==> config.mk <==
export PLATFORM = sky130hd
export DESIGN_NAME = tfc_flag_ctrl
export DESIGN_NICKNAME = d
export VERILOG_FILES = /design/src/rtl/tfc_pkg.sv /design/src/rtl/tfc_counter.sv /design/src/rtl/tfc_bus_decode.sv /design/src/rtl/tfc_flag_bank.sv /design/src/rtl/tfc_irq.sv /design/src/rtl/tfc_flag_ctrl.sv
export SDC_FILE = /design/constraint.sdc
export NUM_CORES = 1
export LEC_CHECK = 0
export BUFFER_PORTS_ARGS = -buffer_cell sky130_fd_sc_hd__buf_2
export CAP_MARGIN = 10
export CORE_AREA = 5 5 69 86
export CTS_CLUSTER_DIAMETER = 80
export CTS_CLUSTER_SIZE = 16
export DETAILED_ROUTE_END_ITERATION = 7
export DIE_AREA = 0 0 74 91
export GPL_TIMING_DRIVEN = 0
export PLACE_DENSITY_LB_ADDON = 0.1
export SLEW_MARGIN = 5
export SYNTH_ARGS = -nofsm -noshare
export SYNTH_HDL_FRONTEND = slang
export SYNTH_HIERARCHICAL = 1
export SYNTH_SLANG_ARGS = --single-unit
==> constraint.sdc <==
create_clock -name clk -period 1.96 [get_ports clk]
set_input_delay 0.294 -clock clk [delete_from_list [all_inputs] [get_ports clk]]
set_output_delay 0.294 -clock clk [all_outputs]
set_load 0.01 [all_outputs]
==> src/rtl/tfc_pkg.sv <==
package tfc_pkg;
  typedef enum logic [1:0] {
    REG_NONE,
    REG_CHAN,
    REG_CNT,
    REG_FLAG
  } tfc_region_e;
endpackage

==> src/rtl/tfc_counter.sv <==
module tfc_counter #(
  parameter int CNT_W = 16
) (
  input  logic             clk,
  input  logic             rst_n,
  input  logic             tick,
  output logic [CNT_W-1:0] cnt,
  output logic             wrap
);
  // wrap marks the tick that carries the counter out of all ones
  assign wrap = tick && (&cnt);

  always_ff @(posedge clk or negedge rst_n) begin
    if (!rst_n)    cnt <= '0;
    else if (tick) cnt <= cnt + CNT_W'(1);
  end
endmodule

==> src/rtl/tfc_bus_decode.sv <==
module tfc_bus_decode
  import tfc_pkg::*;
#(
  parameter int NUM_CH   = 8,
  parameter int CNT_W    = 16,
  parameter int ADDR_W   = 8,
  parameter int CH_BASE  = 'h20,
  parameter int CNT_ADDR = 'h30,
  parameter int FLG_ADDR = 'h34
) (
  input  logic              bus_sel,
  input  logic              bus_wr,
  input  logic              bus_word,
  input  logic [ADDR_W-1:0] bus_addr,
  input  logic [15:0]       bus_wdata,
  input  logic              fast_clr_en,
  input  logic [NUM_CH-1:0] ch_is_oc,
  input  logic [NUM_CH-1:0] ch_flags,
  input  logic              ovf_flag,
  input  logic [CNT_W-1:0]  cnt,
  output logic [NUM_CH-1:0] ch_clr,
  output logic              ovf_clr,
  output logic [15:0]       bus_rdata
);
  localparam int CH_SPAN = 2 * NUM_CH;

  logic [ADDR_W-1:0] addr_eff;
  int                addr_i;
  int                ch_off;
  tfc_region_e       region;
  logic [7:0]        flg1_byte;
  logic [7:0]        flg2_byte;
  logic [7:0]        wr_clr1;
  logic              ovf_wr;
  logic [15:0]       cnt16;

  // region decode on the aligned address
  always_comb begin
    addr_eff = bus_word ? {bus_addr[ADDR_W-1:1], 1'b0} : bus_addr;
    addr_i   = int'(addr_eff);
    ch_off   = addr_i - CH_BASE;
    if (ch_off >= 0 && ch_off < CH_SPAN)      region = REG_CHAN;
    else if ((addr_i >> 1) == (CNT_ADDR >> 1)) region = REG_CNT;
    else if ((addr_i >> 1) == (FLG_ADDR >> 1)) region = REG_FLAG;
    else                                       region = REG_NONE;
  end

  // flag register images
  always_comb begin
    flg1_byte = '0;
    for (int i = 0; i < NUM_CH; i++) flg1_byte[i] = ch_flags[i];
    flg2_byte = {ovf_flag, 7'b0};
  end

  // write-one-to-clear decode; FLG_ADDR is even
  always_comb begin
    wr_clr1 = '0;
    ovf_wr  = 1'b0;
    if (bus_sel && bus_wr && region == REG_FLAG) begin
      if (bus_word) begin
        wr_clr1 = bus_wdata[15:8];
        ovf_wr  = bus_wdata[7];
      end else if (!addr_eff[0]) begin
        wr_clr1 = bus_wdata[7:0];
      end else begin
        ovf_wr  = bus_wdata[7];
      end
    end
  end

  // per-channel clear: explicit write or fast clear by direction
  for (genvar g = 0; g < NUM_CH; g++) begin : g_chclr
    logic hit;
    logic fast;
    assign hit        = bus_sel && (region == REG_CHAN) && ((ch_off >>> 1) == g);
    assign fast       = fast_clr_en && hit && (bus_wr == ch_is_oc[g]);
    assign ch_clr[g]  = wr_clr1[g] | fast;
  end

  assign ovf_clr = ovf_wr | (fast_clr_en && bus_sel && region == REG_CNT);

  // read mux
  always_comb begin
    cnt16            = '0;
    cnt16[CNT_W-1:0] = cnt;
    bus_rdata        = '0;
    if (bus_sel && !bus_wr) begin
      unique case (region)
        REG_CNT: begin
          if (bus_word)         bus_rdata = cnt16;
          else if (addr_eff[0]) bus_rdata = {8'h00, cnt16[7:0]};
          else                  bus_rdata = {8'h00, cnt16[15:8]};
        end
        REG_FLAG: begin
          if (bus_word)         bus_rdata = {flg1_byte, flg2_byte};
          else if (addr_eff[0]) bus_rdata = {8'h00, flg2_byte};
          else                  bus_rdata = {8'h00, flg1_byte};
        end
        default: bus_rdata = '0;
      endcase
    end
  end
endmodule

==> src/rtl/tfc_flag_bank.sv <==
module tfc_flag_bank #(
  parameter int N = 9
) (
  input  logic         clk,
  input  logic         rst_n,
  input  logic [N-1:0] set_i,
  input  logic [N-1:0] clr_i,
  output logic [N-1:0] flags
);
  // one cell per flag; a set in the same cycle as a clear wins
  for (genvar g = 0; g < N; g++) begin : g_cell
    always_ff @(posedge clk or negedge rst_n) begin
      if (!rst_n)        flags[g] <= 1'b0;
      else if (set_i[g]) flags[g] <= 1'b1;
      else if (clr_i[g]) flags[g] <= 1'b0;
    end
  end
endmodule

==> src/rtl/tfc_irq.sv <==
module tfc_irq #(
  parameter int N = 9
) (
  input  logic         clk,
  input  logic         rst_n,
  input  logic [N-1:0] flags,
  input  logic [N-1:0] en,
  output logic         irq
);
  always_ff @(posedge clk or negedge rst_n) begin
    if (!rst_n) irq <= 1'b0;
    else        irq <= |(flags & en);
  end
endmodule

==> src/rtl/tfc_flag_ctrl.sv <==
module tfc_flag_ctrl #(
  parameter int NUM_CH   = 8,
  parameter int CNT_W    = 16,
  parameter int ADDR_W   = 8,
  parameter int CH_BASE  = 'h20,
  parameter int CNT_ADDR = 'h30,
  parameter int FLG_ADDR = 'h34
) (
  input  logic              clk,
  input  logic              rst_n,
  input  logic              tick,
  input  logic [NUM_CH-1:0] ch_event,
  input  logic [NUM_CH-1:0] ch_is_oc,
  input  logic              fast_clr_en,
  input  logic [NUM_CH-1:0] ch_ie,
  input  logic              ovf_ie,
  input  logic              bus_sel,
  input  logic              bus_wr,
  input  logic              bus_word,
  input  logic [ADDR_W-1:0] bus_addr,
  input  logic [15:0]       bus_wdata,
  output logic [15:0]       bus_rdata,
  output logic [CNT_W-1:0]  cnt_value,
  output logic [NUM_CH-1:0] ch_flags,
  output logic              ovf_flag,
  output logic              irq
);
  localparam int NFLAG = NUM_CH + 1;

  logic              wrap;
  logic [NUM_CH-1:0] ch_clr;
  logic              ovf_clr;
  logic [NFLAG-1:0]  all_flags;

  tfc_counter #(.CNT_W(CNT_W)) u_cnt (
    .clk(clk), .rst_n(rst_n), .tick(tick), .cnt(cnt_value), .wrap(wrap)
  );

  tfc_bus_decode #(
    .NUM_CH(NUM_CH), .CNT_W(CNT_W), .ADDR_W(ADDR_W),
    .CH_BASE(CH_BASE), .CNT_ADDR(CNT_ADDR), .FLG_ADDR(FLG_ADDR)
  ) u_dec (
    .bus_sel(bus_sel), .bus_wr(bus_wr), .bus_word(bus_word),
    .bus_addr(bus_addr), .bus_wdata(bus_wdata),
    .fast_clr_en(fast_clr_en), .ch_is_oc(ch_is_oc),
    .ch_flags(ch_flags), .ovf_flag(ovf_flag), .cnt(cnt_value),
    .ch_clr(ch_clr), .ovf_clr(ovf_clr), .bus_rdata(bus_rdata)
  );

  tfc_flag_bank #(.N(NFLAG)) u_bank (
    .clk(clk), .rst_n(rst_n),
    .set_i({wrap, ch_event}), .clr_i({ovf_clr, ch_clr}),
    .flags(all_flags)
  );

  assign ch_flags = all_flags[NUM_CH-1:0];
  assign ovf_flag = all_flags[NUM_CH];

  tfc_irq #(.N(NFLAG)) u_irq (
    .clk(clk), .rst_n(rst_n), .flags(all_flags), .en({ovf_ie, ch_ie}), .irq(irq)
  );
endmodule


# Word level (Yosys, flattened, before mapping)
# Cells that the tools add are included.
[word_totals]
input_bits = 56
reg_bits = 26
[classes]
reduce_logical = 45
muxes = 34
bitwise = 10
magnitude_cmp = 2
eq_ne = 20
add_sub_neg = 2
[op_table]
columns = ["op", "n"]
rows = [
  ["$mux W16", 3],
  ["$mux W8", 5],
  ["$eq A8 B4 Y1 const B", 4],
  ["$logic_and A1 B1 Y1", 32],
  ["$logic_not A32 Y1", 1],
  ["$pmux W16 S2", 1],
  ["$mux W1", 22],
  ["$reduce_bool A2 Y1", 9],
  ["$add A16 B1 Y16 const B", 1],
  ["$eq A8 B3 Y1 const B", 2],
  ["$reduce_and A16 Y1", 1],
  ["$eq A7 B6 Y1 const B", 2],
  ["$and A9 B9 Y9", 1],
  ["$ge A9 B1 Y1 const B", 1],
  ["$lt A9 B6 Y1 const B", 1],
  ["$or A1 B1 Y1", 9],
  ["$reduce_or A9 Y1", 1],
  ["$sub A8 B6 Y9 const B", 1],
  ["$eq A1 B1 Y1", 8],
  ["$eq A8 B2 Y1 const B", 1],
  ["$mux W2", 3],
  ["$eq A2 B2 Y1 const B", 2],
  ["$eq A2 B1 Y1 const B", 1],
  ["$logic_not A1 Y1", 1],
]

# Depth between registers and ports, before layout
[depth]
ltp_word = 13
depth_mapped = 6
ltp_nobuf = 5

# By module
# The synthesis kept the hierarchy.
[by_module_without_submodules]
columns = ["module", "instances", "cells_per_inst", "area_each_um2", "seq_area_each_um2"]
rows = [
  ["tfc_counter", 1, 67, 754.5, 400.4],
  ["tfc_bus_decode", 1, 85, 676.9, 0.0],
  ["tfc_flag_bank", 1, 27, 326.6, 225.2],
  ["tfc_irq", 1, 6, 71.3, 25.0],
]

# Worst setup path after synthesis
# No wires, ideal clock.
[synth_path]
kind = "register to register"
from = "register u_cnt.cnt[0]"
to = "register u_bank.flags[8]"
period_less_slack_ns = 1.606
t_arrival_ns = 1.543
stages_incl_launch_ff = 6
path_slack_ns = 0.354
required_time_ns = 1.896
cell_sequence = "dfrtp_1 ha_1 nand2_2 or4_4 nor3_2 a21o_1"
[synth_via]
elab_chain_len = 3
elab_cells_between_ends = 4
cone_classes = "mux: 1; reduce/logical: 3"
[synth_rtl]
columns = ["element", "line_no", "text"]
rows = [
  ["start, declared", "tfc_counter.sv:7", "output logic [CNT_W-1:0] cnt,"],
  ["start signal, assigned", "tfc_counter.sv:15", "else if (tick) cnt <= cnt + CNT_W'(1);"],
  ["$reduce_and A16 Y1 (*)", "tfc_counter.sv:11", "assign wrap = tick && (&cnt);"],
  ["$logic_and A1 B1 Y1 (*)", "tfc_counter.sv:11", ""],
  ["net wrap", "tfc_flag_ctrl.sv:30", "logic wrap;"],
  ["$mux W1 / $reduce_bool A2 Y1 (equally long branches)", "-", ""],
  ["end signal, assigned by index", "tfc_flag_bank.sv:13", "if (!rst_n) flags[g] <= 1'b0;"],
  ["end signal, assigned by index", "tfc_flag_bank.sv:14", "else if (set_i[g]) flags[g] <= 1'b1;"],
  ["end signal, assigned by index", "tfc_flag_bank.sv:15", "else if (clr_i[g]) flags[g] <= 1'b0;"],
  ["end, declared", "tfc_flag_bank.sv:8", "output logic [N-1:0] flags"],
]
# Mark *: on every way through the listed nets, which the timed path passes. The rest lies on a longest branch.
# A chain may end at the register's enable or synchronous reset.

# Worst setup path in the final report
[layout_path]
from = "register u_cnt.cnt[7]"
to = "output bus_rdata[7]"
[layout_via]
elab_chain_len = 4
[layout_rtl]
columns = ["element", "line_no", "text"]
rows = [
  ["$mux W8", "tfc_bus_decode.sv:91", "else if (addr_eff[0]) bus_rdata = {8'h00, cnt16[7:0]};"],
  ["$mux W16 (*)", "tfc_bus_decode.sv:90", "if (bus_word) bus_rdata = cnt16;"],
  ["$pmux W16 S2 (*)", "tfc_bus_decode.sv:88", "unique case (region)"],
  ["$mux W16 (*)", "tfc_bus_decode.sv:87", "if (bus_sel && !bus_wr) begin"],
  ["end, declared", "tfc_flag_ctrl.sv:22", "output logic [15:0] bus_rdata,"],
]
# Every way passes the cells marked *; elsewhere a longest branch is shown, timed or not.

==> results_dict.tcl <==
set metrics [dict create \
    async_flop_share 1.00 \
    dominantRegCellSynth "dfrtp_1" \
    cts_tree "built" \
    die-width_um 74 \
    end_kind "output port" \
    yosys.area_share.simple 0.250 \
    fmax_mhz 536 \
    vias 1777 \
    hold_viol 0 \
    cp_top_family "flip-flops" \
    grt_pass1_wl_um 9240 \
    slew_viol_final 0 \
    synthesis.nets 242 \
    holdCritPathClass "input port to asynchronous set/reset pin" \
    relSlewSlack 0.615 \
    post-route-cell-area_mm2 0.00244 \
    worstSetupPathType "flip-flop to output port" \
    yosys_warnings 6 \
    synth.distinct_cells 45 \
    synth_compound_area_frac 0.156 \
    synthMuxAreaShare 0.0622 \
    rsz0062_at_grt "false" \
    cts_sinks 26 \
    via_per_inst 5.17 \
    status "completed" \
    slowest_delay_ps 490 \
    required_ps 1670 \
    area_growth_pct 33.6 \
    p_per_area_mw_per_mm2 684 \
    nFillCells 491 \
    p_leak_nw 1.10 \
    netlist_instances 185 \
    cts_made_buffers 3 \
    post_cts.repair.setup_buffers 0 \
    num_io_pins 98 \
    cp.arrival_ps 1570 \
    setup_violations 0 \
    portBuffers 93 \
    avgSynthCellArea_um2 9.89 \
    drive_above_1_share 0.422 \
    fp-row-count 29 \
    netlist.area_leader.share 0.356 \
    grt_max_degree 27 \
    cp_max_fo 6 \
    yosysMostFrequentCell "dfrtp_1" \
    wl_per_cell_um 16.7 \
    crit_chain "mux4_2, and3_1, buf_2" \
    coreArea_mm2 0.00504 \
    num-nets-final 340 \
    cp-start-kind "flip-flop" \
    overflow 0 \
    yosys.area.top_type "dfrtp_1" \
    crit_cells 3 \
    ctsHtreeMaxLevel 1 \
    die-area_mm2 0.00673 \
    netlist_top_cells_area "dfrtp_1, xor2_1, mux2i_1, a21o_1, o2bb2ai_1" \
    hold_buffers 0 \
    hpwl_um 4730 \
    synthTopCellsByCount "dfrtp_1, xor2_1, inv_1" \
    clkTransAtPathRegs_ps 100 \
    totalNegativeSetupSlack_ps 0 \
    grt_pass1_vias 1842 \
    synth_top_family_by_area "simple AND/OR/NAND/NOR gates" \
    drtPass1Iterations 4 \
    diodes 0 \
    drc_errors 0 \
    antenna_found_initial 0 \
    post_cts_resized 0 \
    ir_drop_mv 0.533 \
    setup_ws_ps 95.8 \
    finalWeightedCongestion 0.856 \
    tightest_slew_ps 578 \
    track_usage 0.173 \
    clk_latency_ps 270 \
    synth_edf_count 0 \
    placed_area_mm2 0.00237 \
    start_util 0.363 \
    multiInputGateArea_mm2 0.00107 \
    fin_crit_ps 1860 \
    post-place-ws_ps 146 \
    crit_buf_inv 1 \
    synth_fa_ha_area_frac 0.00684 \
    drtIter0Drc 51 \
    post-route-period-util 0.951 \
    die_y_um 91 \
    yosysSeqAreaShare 0.356 \
    root_buffer "clkbuf_8" \
    ant_nets 0 \
    cp_slowest_cell "dfrtp_1" \
    synth_xor_area_frac 0.110 \
    synth_seq_cells 26 \
    cts.path.max_buffers 2 \
    hold_slack_ps 16.4 \
    finalClockSkew_ps 9.04 \
    r2r_cells 5 \
    synth_area_mm2 0.00183 \
    timing.max_cap.violations 0 \
    regArea_um2 651 \
    wirelength_um 5730 \
]
==> placed cells by master, fill, tap and decap left out, drive strengths merged, types with 2 or more instances in the layout <==
master   count
nand4b       2
nand4        7
nor4         5
nand3       10
xor2        16
o21ai        2
o22ai        2
inv         12
a21oi        8
nor3b       10
mux2i        8
clkbuf       3
and4bb       2
nor3         5
o2bb2ai      7
dfrtp       26
o32ai        6
a21o         9
xnor2        7
buf        102
nand2        7
nor2        11
==> where the power goes <==
| group | switching, mW | internal (mW) | total (mW) | leakage, nW |
|---|---|---|---|---|
| Combinational | 0.249 | 0.220 | 0.469 | 0.766 |
| Sequential | 0.148 | 0.612 | 0.760 | 0.300 |
| Clock | 0.169 | 0.273 | 0.442 | 0.0357 |
==> worst paths after layout <==
kind | startpoint | to | slack [ps]
setup / recovery | u_cnt/cnt[7] | bus_rdata[7] | 100
hold / removal | rst_n | u_bank/flags[6] | 20
setup reg to reg | u_cnt/cnt[0] | u_bank/flags[8] | 260
hold reg to reg | u_cnt/cnt[13] | u_cnt/cnt[13] | 530
max in group asynchronous | rst_n | u_bank/flags[8] | 1560
min in group clk | ch_event[0] | u_bank/flags[0] | 190
==> sequential cells by signal, summed over array words and instances (netlist names) <==
name,cells
u_irq/irq,1
u_bank/flags,9
u_cnt/cnt,16
==> per-layer routing <==
metal | share of wire | GRT usage | vias up
met2 | 0.49 | 0.303 | 70
met1 | 0.43 | 0.219 | 826
met5 | 0 | 0 | -
met4 | 0.0078 | 0.0393 | 0
li1 | - | - | 877
met3 | 0.080 | 0.0254 | 4
==> cells by family after synthesis <==
family,Yosys count
adder cells (fa/ha/maj),1
AO/OA/AOI/OAI,38
flip-flops,26
buffers and inverters,21
AND/OR/NAND/NOR,66
multiplexers,10
XOR/XNOR,23
==> through the flow <==
stage	instances	util	power, mW
2_1_floorplan	185	-	1.01
3_3_place_gp	340	0.470	1.23
3_5_place_dp	340	0.470	1.24
4_1_cts	344	0.484	1.68
5_1_grt	344	0.484	1.78
6_report	344	0.484	1.67
==> layout make-up <==
| cell class | count | area share |
|---|---|---|
| flip-flops and latches | 26 | 0.266 |
| well taps | 62 | 0.0317 |
| repair buffers | 93 | 0.190 |
| multi-input cells | 138 | 0.438 |
| clock inverters | 1 | 0.0123 |
| plain buffers | 9 | 0.0256 |
| clock buffers | 3 | 0.0169 |
| inverters | 12 | 0.0184 |
Note: power is estimated with default switching activity, not from simulation.
